File: src/rtl/branch_resolver_pkg.sv
package branch_resolver_pkg;

   typedef enum logic [1:0] {
      KIND_NONE    = 2'd0,
      KIND_FLAG    = 2'd1,
      KIND_ALWAYS  = 2'd2,
      KIND_BITTEST = 2'd3
   } br_kind_e;

   localparam int unsigned POS_NEG   = 7;
   localparam int unsigned POS_OVF   = 6;
   localparam int unsigned POS_ZERO  = 1;
   localparam int unsigned POS_CARRY = 0;

   localparam logic [7:0] OPC_ALWAYS = 8'h80;

   localparam int unsigned LEN_SHORT = 2;
   localparam int unsigned LEN_LONG  = 3;

endpackage

File: src/rtl/branch_resolver_decode.sv
module branch_resolver_decode
   import branch_resolver_pkg::*;
#(
   parameter int unsigned DATA_W = 8,
   localparam int unsigned IDX_W = $clog2(DATA_W)
) (
   input  logic [7:0]       opcode,
   output br_kind_e         kind,
   output logic [IDX_W-1:0] sel,
   output logic             want,
   output logic             long_form
);

   always_comb begin
      kind      = KIND_NONE;
      sel       = '0;
      want      = 1'b0;
      long_form = 1'b0;
      if (opcode == OPC_ALWAYS) begin
         kind = KIND_ALWAYS;
      end else if (opcode[4:0] == 5'b10000) begin
         kind = KIND_FLAG;
         want = opcode[5];
         unique case (opcode[7:6])
            2'b00:   sel = IDX_W'(POS_NEG);
            2'b01:   sel = IDX_W'(POS_OVF);
            2'b10:   sel = IDX_W'(POS_CARRY);
            default: sel = IDX_W'(POS_ZERO);
         endcase
      end else if (opcode[3:0] == 4'hF) begin
         kind      = KIND_BITTEST;
         want      = opcode[7];
         sel       = IDX_W'(opcode[6:4]);
         long_form = 1'b1;
      end
   end

endmodule

File: src/rtl/branch_resolver_cond.sv
module branch_resolver_cond
   import branch_resolver_pkg::*;
#(
   parameter int unsigned DATA_W = 8,
   localparam int unsigned IDX_W = $clog2(DATA_W)
) (
   input  br_kind_e          kind,
   input  logic [IDX_W-1:0]  sel,
   input  logic              want,
   input  logic [DATA_W-1:0] flags,
   input  logic [DATA_W-1:0] mem_byte,
   output logic              taken
);

   logic flag_bit;
   logic mem_bit;

   assign flag_bit = flags[sel];
   assign mem_bit  = mem_byte[sel];

   always_comb begin
      unique case (kind)
         KIND_ALWAYS:  taken = 1'b1;
         KIND_FLAG:    taken = (flag_bit == want);
         KIND_BITTEST: taken = (mem_bit == want);
         default:      taken = 1'b0;
      endcase
   end

endmodule

File: src/rtl/branch_resolver_target.sv
module branch_resolver_target
   import branch_resolver_pkg::*;
#(
   parameter int unsigned ADDR_W = 16,
   parameter int unsigned DISP_W = 8,
   parameter int unsigned PAGE_W = 8
) (
   input  logic [ADDR_W-1:0] branch_pc,
   input  logic              long_form,
   input  logic [DISP_W-1:0] disp,
   input  logic              taken,
   output logic [ADDR_W-1:0] next_addr,
   output logic [ADDR_W-1:0] target,
   output logic              page_cross
);

   localparam int unsigned EXT_W = ADDR_W - DISP_W;

   logic [ADDR_W-1:0] disp_ext;
   logic [ADDR_W-1:0] jump_addr;

   assign next_addr  = branch_pc + (long_form ? ADDR_W'(LEN_LONG) : ADDR_W'(LEN_SHORT));
   assign disp_ext   = {{EXT_W{disp[DISP_W-1]}}, disp};
   assign jump_addr  = next_addr + disp_ext;
   assign target     = taken ? jump_addr : next_addr;
   assign page_cross = taken &&
                       (jump_addr[ADDR_W-1:PAGE_W] != next_addr[ADDR_W-1:PAGE_W]);

endmodule

File: src/rtl/branch_resolver.sv
module branch_resolver
   import branch_resolver_pkg::*;
#(
   parameter int unsigned ADDR_W  = 16,
   parameter int unsigned DISP_W  = 8,
   parameter int unsigned DATA_W  = 8,
   parameter int unsigned PAGE_W  = 8,
   parameter bit          REG_OUT = 1'b1
) (
   input  logic              clk,
   input  logic              rst_n,
   input  logic              in_valid,
   input  logic [7:0]        opcode,
   input  logic [DATA_W-1:0] flags,
   input  logic [ADDR_W-1:0] branch_pc,
   input  logic [DISP_W-1:0] disp,
   input  logic [DATA_W-1:0] mem_byte,
   output logic              out_valid,
   output logic              is_branch,
   output logic              taken,
   output logic [ADDR_W-1:0] target,
   output logic              page_cross
);

   localparam int unsigned IDX_W = $clog2(DATA_W);

   if (DATA_W != 8) begin : g_bad_data_w
      $error("branch_resolver: DATA_W must be 8, the opcode carries a 3-bit index");
   end
   if (DISP_W >= ADDR_W) begin : g_bad_disp_w
      $error("branch_resolver: DISP_W must be narrower than ADDR_W");
   end
   if (PAGE_W == 0 || PAGE_W >= ADDR_W) begin : g_bad_page_w
      $error("branch_resolver: PAGE_W must lie between 1 and ADDR_W-1");
   end

   br_kind_e          kind;
   logic [IDX_W-1:0]  sel;
   logic              want;
   logic              long_form;
   logic              cond_taken;
   logic [ADDR_W-1:0] next_addr;
   logic [ADDR_W-1:0] comb_target;
   logic              comb_cross;
   logic              comb_is_branch;

   branch_resolver_decode #(.DATA_W(DATA_W)) i_decode (
      .opcode    (opcode),
      .kind      (kind),
      .sel       (sel),
      .want      (want),
      .long_form (long_form)
   );

   branch_resolver_cond #(.DATA_W(DATA_W)) i_cond (
      .kind     (kind),
      .sel      (sel),
      .want     (want),
      .flags    (flags),
      .mem_byte (mem_byte),
      .taken    (cond_taken)
   );

   branch_resolver_target #(
      .ADDR_W (ADDR_W),
      .DISP_W (DISP_W),
      .PAGE_W (PAGE_W)
   ) i_target (
      .branch_pc  (branch_pc),
      .long_form  (long_form),
      .disp       (disp),
      .taken      (cond_taken),
      .next_addr  (next_addr),
      .target     (comb_target),
      .page_cross (comb_cross)
   );

   assign comb_is_branch = (kind != KIND_NONE);

   if (REG_OUT) begin : g_reg_out
      always_ff @(posedge clk or negedge rst_n) begin
         if (!rst_n) begin
            out_valid  <= 1'b0;
            is_branch  <= 1'b0;
            taken      <= 1'b0;
            target     <= '0;
            page_cross <= 1'b0;
         end else begin
            out_valid <= in_valid;
            if (in_valid) begin
               is_branch  <= comb_is_branch;
               taken      <= cond_taken;
               target     <= comb_target;
               page_cross <= comb_cross;
            end
         end
      end

      // a request yields a result on the next cycle
      assert_result_latency_R9: assert property (@(posedge clk) disable iff (!rst_n)
         in_valid |=> out_valid);

      // the unconditional opcode always resolves taken
      assert_always_taken_R2: assert property (@(posedge clk) disable iff (!rst_n)
         (in_valid && opcode == OPC_ALWAYS) |=> taken);

      // an untaken request hands back the sequential address
      assert_fallthrough_R6: assert property (@(posedge clk) disable iff (!rst_n)
         (in_valid && !cond_taken) |=> (target == $past(next_addr)));
   end else begin : g_comb_out
      assign out_valid  = in_valid;
      assign is_branch  = comb_is_branch;
      assign taken      = cond_taken;
      assign target     = comb_target;
      assign page_cross = comb_cross;
   end

   // a page crossing is only ever reported for a taken branch
   assert_cross_needs_taken_R7: assert property (@(posedge clk) disable iff (!rst_n)
      (out_valid && page_cross) |-> taken);

   // opcodes outside the branch set resolve quietly
   assert_nonbranch_quiet_R8: assert property (@(posedge clk) disable iff (!rst_n)
      (out_valid && !is_branch) |-> (!taken && !page_cross));

endmodule

File: config.mk
export PLATFORM = sky130hd
export DESIGN_NAME = branch_resolver
export DESIGN_NICKNAME = d
export VERILOG_FILES = /design/src/rtl/branch_resolver_pkg.sv /design/src/rtl/branch_resolver_decode.sv /design/src/rtl/branch_resolver_cond.sv /design/src/rtl/branch_resolver_target.sv /design/src/rtl/branch_resolver.sv
export SDC_FILE = /design/constraint.sdc
export NUM_CORES = 1
export LEC_CHECK = 0
export CAP_MARGIN = 20
export CORE_MARGIN = 10
export CORE_UTILIZATION = 52
export CTS_CLUSTER_DIAMETER = 30
export DETAILED_ROUTE_END_ITERATION = 6
export PLACE_DENSITY = 0.95
export SLEW_MARGIN = 20
export SYNTH_ARGS = -nofsm -noshare
export SYNTH_HDL_FRONTEND = slang
export SYNTH_SLANG_ARGS = --single-unit
File: constraint.sdc
create_clock -name clk -period 1.35 [get_ports clk]
set_clock_uncertainty 0.05 [all_clocks]
set_input_delay 0.2025 -clock clk [delete_from_list [all_inputs] [get_ports clk]]
set_output_delay 0.2025 -clock clk [all_outputs]
set_load 0.05 [all_outputs]
==> results of run 1 <==
## cells by family after synthesis
| kind of cell | synth area share |
|---|---|
| muxes | 0.0210 |
| buffers and inverters | 0.0526 |
| and+or+nand+nor | 0.219 |
| DFF | 0.204 |
| xor gates and xnor gates | 0.123 |
| AOI/OAI and AO/OA | 0.265 |
| adders and majority gates | 0.115 |
## stage by stage
stage               setup WS (ps)  setup TNS (ps)  hold WS (ps)
detailed placement          -3180          -43220           516
global placement            -2720          -38570           485
floorplan                   -2180          -25330          -143
==> results list, run 1 <==
* Leading register cell type out of synthesis: dfrtp_1
- The synthesized design spends more area on one cell type than any other, namely dfrtp_1.
- Resize count post-CTS: 160
- Cell row count: 24
- Sequential-to-total area share from yosys stat: 0.204
* Area contributors post-synth: dfrtp_1 (20%), ha_1 (11%), xnor2_1 (6.8%)
* Mean instance size in the synthesized netlist: 7.95 um2
- Clock root buffer: clkbuf_8
- In this run, synthesis inferred 0 flip-flops with an integrated enable.
- Most repeated cell in the gate-level netlist after synthesis: nor2_1
- Number of cells after detailed placement: 521
* Clk buf depth: 2
- Clock tree synthesis found a total of 20 sinks.
- Post-synthesis async set-or-reset flop share: 1.00
* Error text reported by the tool: [ERROR DPL-0038] Utilization greater than 100%, impossible to legalize
* Fail Step: 4_1_cts
* Initial core utilization: 0.551
- Chip Height: 88.6 um
- Post-CTS Hold Buffers: 0
- Yosys reg bits: 20
- Buffers inserted during clock tree synthesis total 3.
- Buffers inserted by post-CTS timing repair: 42
- Standard cell area after detailed placement: 0.00417 mm2
- Yosys printed 0 warnings.
- Number of buffers added on ports: 66
- Number of levels the H-tree was split into: 1
* Run status: did not finish
- Routability congestion estimate from global placement: 1.05
- Summing every instance area after synthesis gives 0.00245 mm2.
* Most frequent cells after synthesis: nor2_1 (28), nand2_1 (23), ha_1 (21), o21ai_0 (21)
- After technology mapping, the gate count stands at 308.
* Area fraction of the dominant cell type after synthesis: 0.204
- In this run the count of I/O pins placed on the die edge is 71.
- Net count after synthesis: 381
* Unique masters post-synth: 58
- HPWL Detailed: 9940 um
* Horizontal extent of the die: 88.6 um
==> run 2: changes to the inputs <==
--- a/config.mk
+++ b/config.mk
@@ -7,10 +7,9 @@
 export LEC_CHECK = 0
 export CAP_MARGIN = 20
 export CORE_MARGIN = 10
-export CORE_UTILIZATION = 52
-export CTS_CLUSTER_DIAMETER = 30
+export CORE_UTILIZATION = 40
 export DETAILED_ROUTE_END_ITERATION = 6
-export PLACE_DENSITY = 0.95
+export PLACE_DENSITY_LB_ADDON = 0.15
 export SLEW_MARGIN = 20
 export SYNTH_ARGS = -nofsm -noshare
 export SYNTH_HDL_FRONTEND = slang
==> run 2 against run 1 <==
Compared with the run above:
- the flow now finishes, with violations (negative setup slack)
- area after synthesis did not move
- synthesized cell count did not move
==> results list, run 2 <==
- CTS clk-pin slew, worst paths: 80 ps
* Data arrival, critical path: 3760 ps
- Horizontal extent of the die: 98.2 um
- Setup violation total in the final timing report: 18
* Violated checks: negative setup slack
- After the first detailed-routing iteration, the DRC count stood at 336.
- R2R Path End: target[8]
- The largest total area in the synthesized netlist belongs to dfrtp_1.
- Total routing resource utilization after global routing: 0.206
- Across all setup checks in the final design, the least slack found is -2320 ps.
- Via Count: 3665
- Most repeated cell in the gate-level netlist after synthesis: nor2_1
* Total CTS buffers: 3
* Critical Path Start: opcode[0]
* Internal power: 2640 uW
* Post-synthesis async set-or-reset flop share: 1.00
- Largest net degree at the start of global routing: 21
- Sequential-to-total area share from yosys stat: 0.204
* Antenna violations before repair: 0
- Total iterations of the first detailed-routing run: 5
* Fill cells: 270
* Met1 track demand over resource: 0.230
- Final non-filler cell total: 594
- Cell row count: 28
- Once detail routing completed, the nets flagged for antenna violations numbered 0.
- In this run the tightest slew margin relative to its limit is 0.686.
* Clock root buffer: clkbuf_8
- Mean instance size in the synthesized netlist: 7.95 um2
- Across the whole layout, storage elements account for 500 um2.
- Across the run, the number of max-cap violations was 0.
* Crit path launch type: input pin
* Post-DR wirelength/cell: 22.2 um
* Type of the worst min-delay path: in -> async
- Clk buf depth: 2
* # clock sinks: 20
- Design Power: 4510 uW
- After clock tree synthesis, the flow added hold-fix buffers numbering 0.
- Drt drc: 0
- Counting flops and latches in the post-synthesis netlist gives 20.
- Total overflow reported by the global router: 0
* Worst Max-Slew Pin Slew: 459 ps
* HPWL Detailed: 7190 um
- Run status: complete, but fails checks
- Worst r2r src: target[8]
* Number of cells after detailed placement: 548
- RSZ-0062 raised after global routing: true
- met2 is the most crowded layer.
- Of the cells placed in the final design, the portion with a size suffix greater than 1 is 0.530.
- Synthesis produced a netlist with a net count of 381.
- Clock latency on the worst-skew pair, taken at its later pin, is 260 ps.
- Of the available clock period, the critical path in the final layout requires 2.72.
* Worst IR Drop VDD: 715 uV
- Flop pwr share: 0.181
- Chip Height: 98.2 um
* Unique masters post-synth: 58
* Met3 usage: 0.0324
- Clock tree from TritonCTS: done
- In the layout the commonest cells are buf_4 (134), clkdlybuf4s50_1 (37), buf_6 (22).
- Of the total power, the share spent switching nets is 0.413.
- Area contributors post-synth: dfrtp_1 (20%), ha_1 (11%), xnor2_1 (6.8%)
- Routability congestion estimate from global placement: 0.966
- The analysis attributes to net switching a power of 1860 uW.
- Number of flip-flops under the largest register name: 16
- Number of buffers added on ports: 66
- In the final timing run, aggregate negative setup slack is -29010 ps.
* Vias per inst: 6.17
- The critical path is of the in -> reg type.
* Critical Path RT: 1440 ps
* Number of enable-type register cells in the synthesized netlist: 0
- Of the total power, the clock network draws 0.135.
* Number of top-level pins: 71
* GRT met2 Usage: 0.365
- Area of the multi-input gates: 0.00246 mm2
- The library cell used most frequently in the layout, excluding fill and tap cells, is buf_4.
- Number of inserted diodes: 0
- Area fraction of the dominant cell type after synthesis: 0.204
* Final routed wirelength across all metal layers: 13200 um
- Worst setup EP type: flip-flop
- The most critical setup path has its endpoint at page_cross.
* Placeable core region: 0.00592 mm2
- Slack of the worst reg-to-reg path: 410 ps
- The via count of the first global-routing pass came to 3544.
* Number of levels the H-tree was split into: 1
- Synth warn: 0
* Area growth from synthesis to final layout: 115%
- The first global-routing pass estimated 16800 um of wire.
- The number of hold-slack violations in the final timing report is 0.
- Of the total power, combinational logic draws 0.683.
- CP max FO: 4
- Die Area: 0.00965 mm2
* Leading register cell type out of synthesis: dfrtp_1
- The number of max-slew violations in the final report is 0.
* Most flops, register: target
- Initial core utilization: 0.414
- Leakage dissipation: 0.00236 uW
* Post-synthesis instance area: 0.00245 mm2
* Cells after Synth: 308
* Achievable Freq: 0.272 GHz
* Most frequent cells after synthesis: nor2_1 (28), nand2_1 (23), ha_1 (21), o21ai_0 (21)
- Power density cells: 855 mW/mm2
- After layout, the minimum clock period comes to 3670 ps.
- The final layout contains 593 nets.
- The worst register-to-register path has a depth of 1.
-- run 2: cell counts after synthesis --
No cell type changed its count.
-- run 2: critical path, stage by stage --
cell,delay [ps]
buf_8,80
nand4_1,180
inv_2,140
ha_4,170
inv_4,40
ha_4,150
nand2b_4,140
or2_4,310
xnor2_4,160
ha_4,310
buf_6,120
o211ai_1,130
nand2_1,150
a41oi_2,150
buf_6,170
buf_6,110
o31ai_4,250
xor3_1,280
a21oi_1,150
nor4b_2,270
nor3_1,110
-- run 2: repair_timing --
item	4_1_cts	5_1_grt
endpoints found under the setup margin	19	19
hold endpoints to repair	0	0
gates resized for setup	103	50
setup buffers	33	16
pin swaps	77	50
-- run 2: kinds of logic (layout without fill, tap and decap cells) --
logic type / count (synthesis) / after routing / synth area share
AO/OA/AOI/OAI: 97 / 97 / 0.265
flip-flops: 20 / 20 / 0.204
adder cells (fa/ha/maj): 22 / 22 / 0.115
multiplexers: 5 / 5 / 0.0210
XOR/XNOR: 31 / 31 / 0.123
buffers and inverters: 27 / 238 / 0.0526
AND/OR/NAND/NOR: 106 / 106 / 0.219
-- run 2: routing by layer --
metal  vias to the layer above  share of wire
li1                       1568              -
met1                      1772           0.37
met2                       258           0.50
met3                        67          0.074
met4                         0          0.052
met5                         -              0
-- run 2: layout make-up --
class	count	share of cell area
multi-input cells	261	0.467
repair buffers	219	0.396
clock inverters	1	0.00570
inverters	15	0.0112
well taps	75	0.0178
clock buffers	3	0.00783
flip-flops and latches	20	0.0949
-- run 2: worst min path at each step --
stage	cells after the start	to	from	slack, ps
6_report	2	is_branch	rst_n	250
5_1_grt	2	target[8]	rst_n	270
4_1_cts	2	target[0]	rst_n	240
3_5_place_dp	2	taken	taken	500
3_3_place_gp	2	target[2]	target[2]	490
2_1_floorplan	0	is_branch	rst_n	-140
-- run 2: power by group through the flow --
stage	logic [uW]	clock network, uW	registers, uW
floorplan	820	0	1100
global placement	2240	0	811
detailed placement	2280	0	819
CTS	2690	609	807
global route	3180	636	823
finish	3080	611	817
-- run 2: per-stage QoR --
| stage | setup slack, ps | hold slack, ps | utilization | cell area [um2] |
|---|---|---|---|---|
| after floorplan | -2180 | -143 | - | 2530 |
| after global placement | -2840 | 487 | 0.715 | 4230 |
| after detailed placement | -2900 | 495 | 0.715 | 4230 |
| after CTS | -1980 | 238 | 0.835 | 4940 |
| after global routing | -2390 | 273 | 0.891 | 5270 |
| final | -2320 | 253 | 0.891 | 5270 |
No activity file was read; power rests on OpenSTA's default activity.
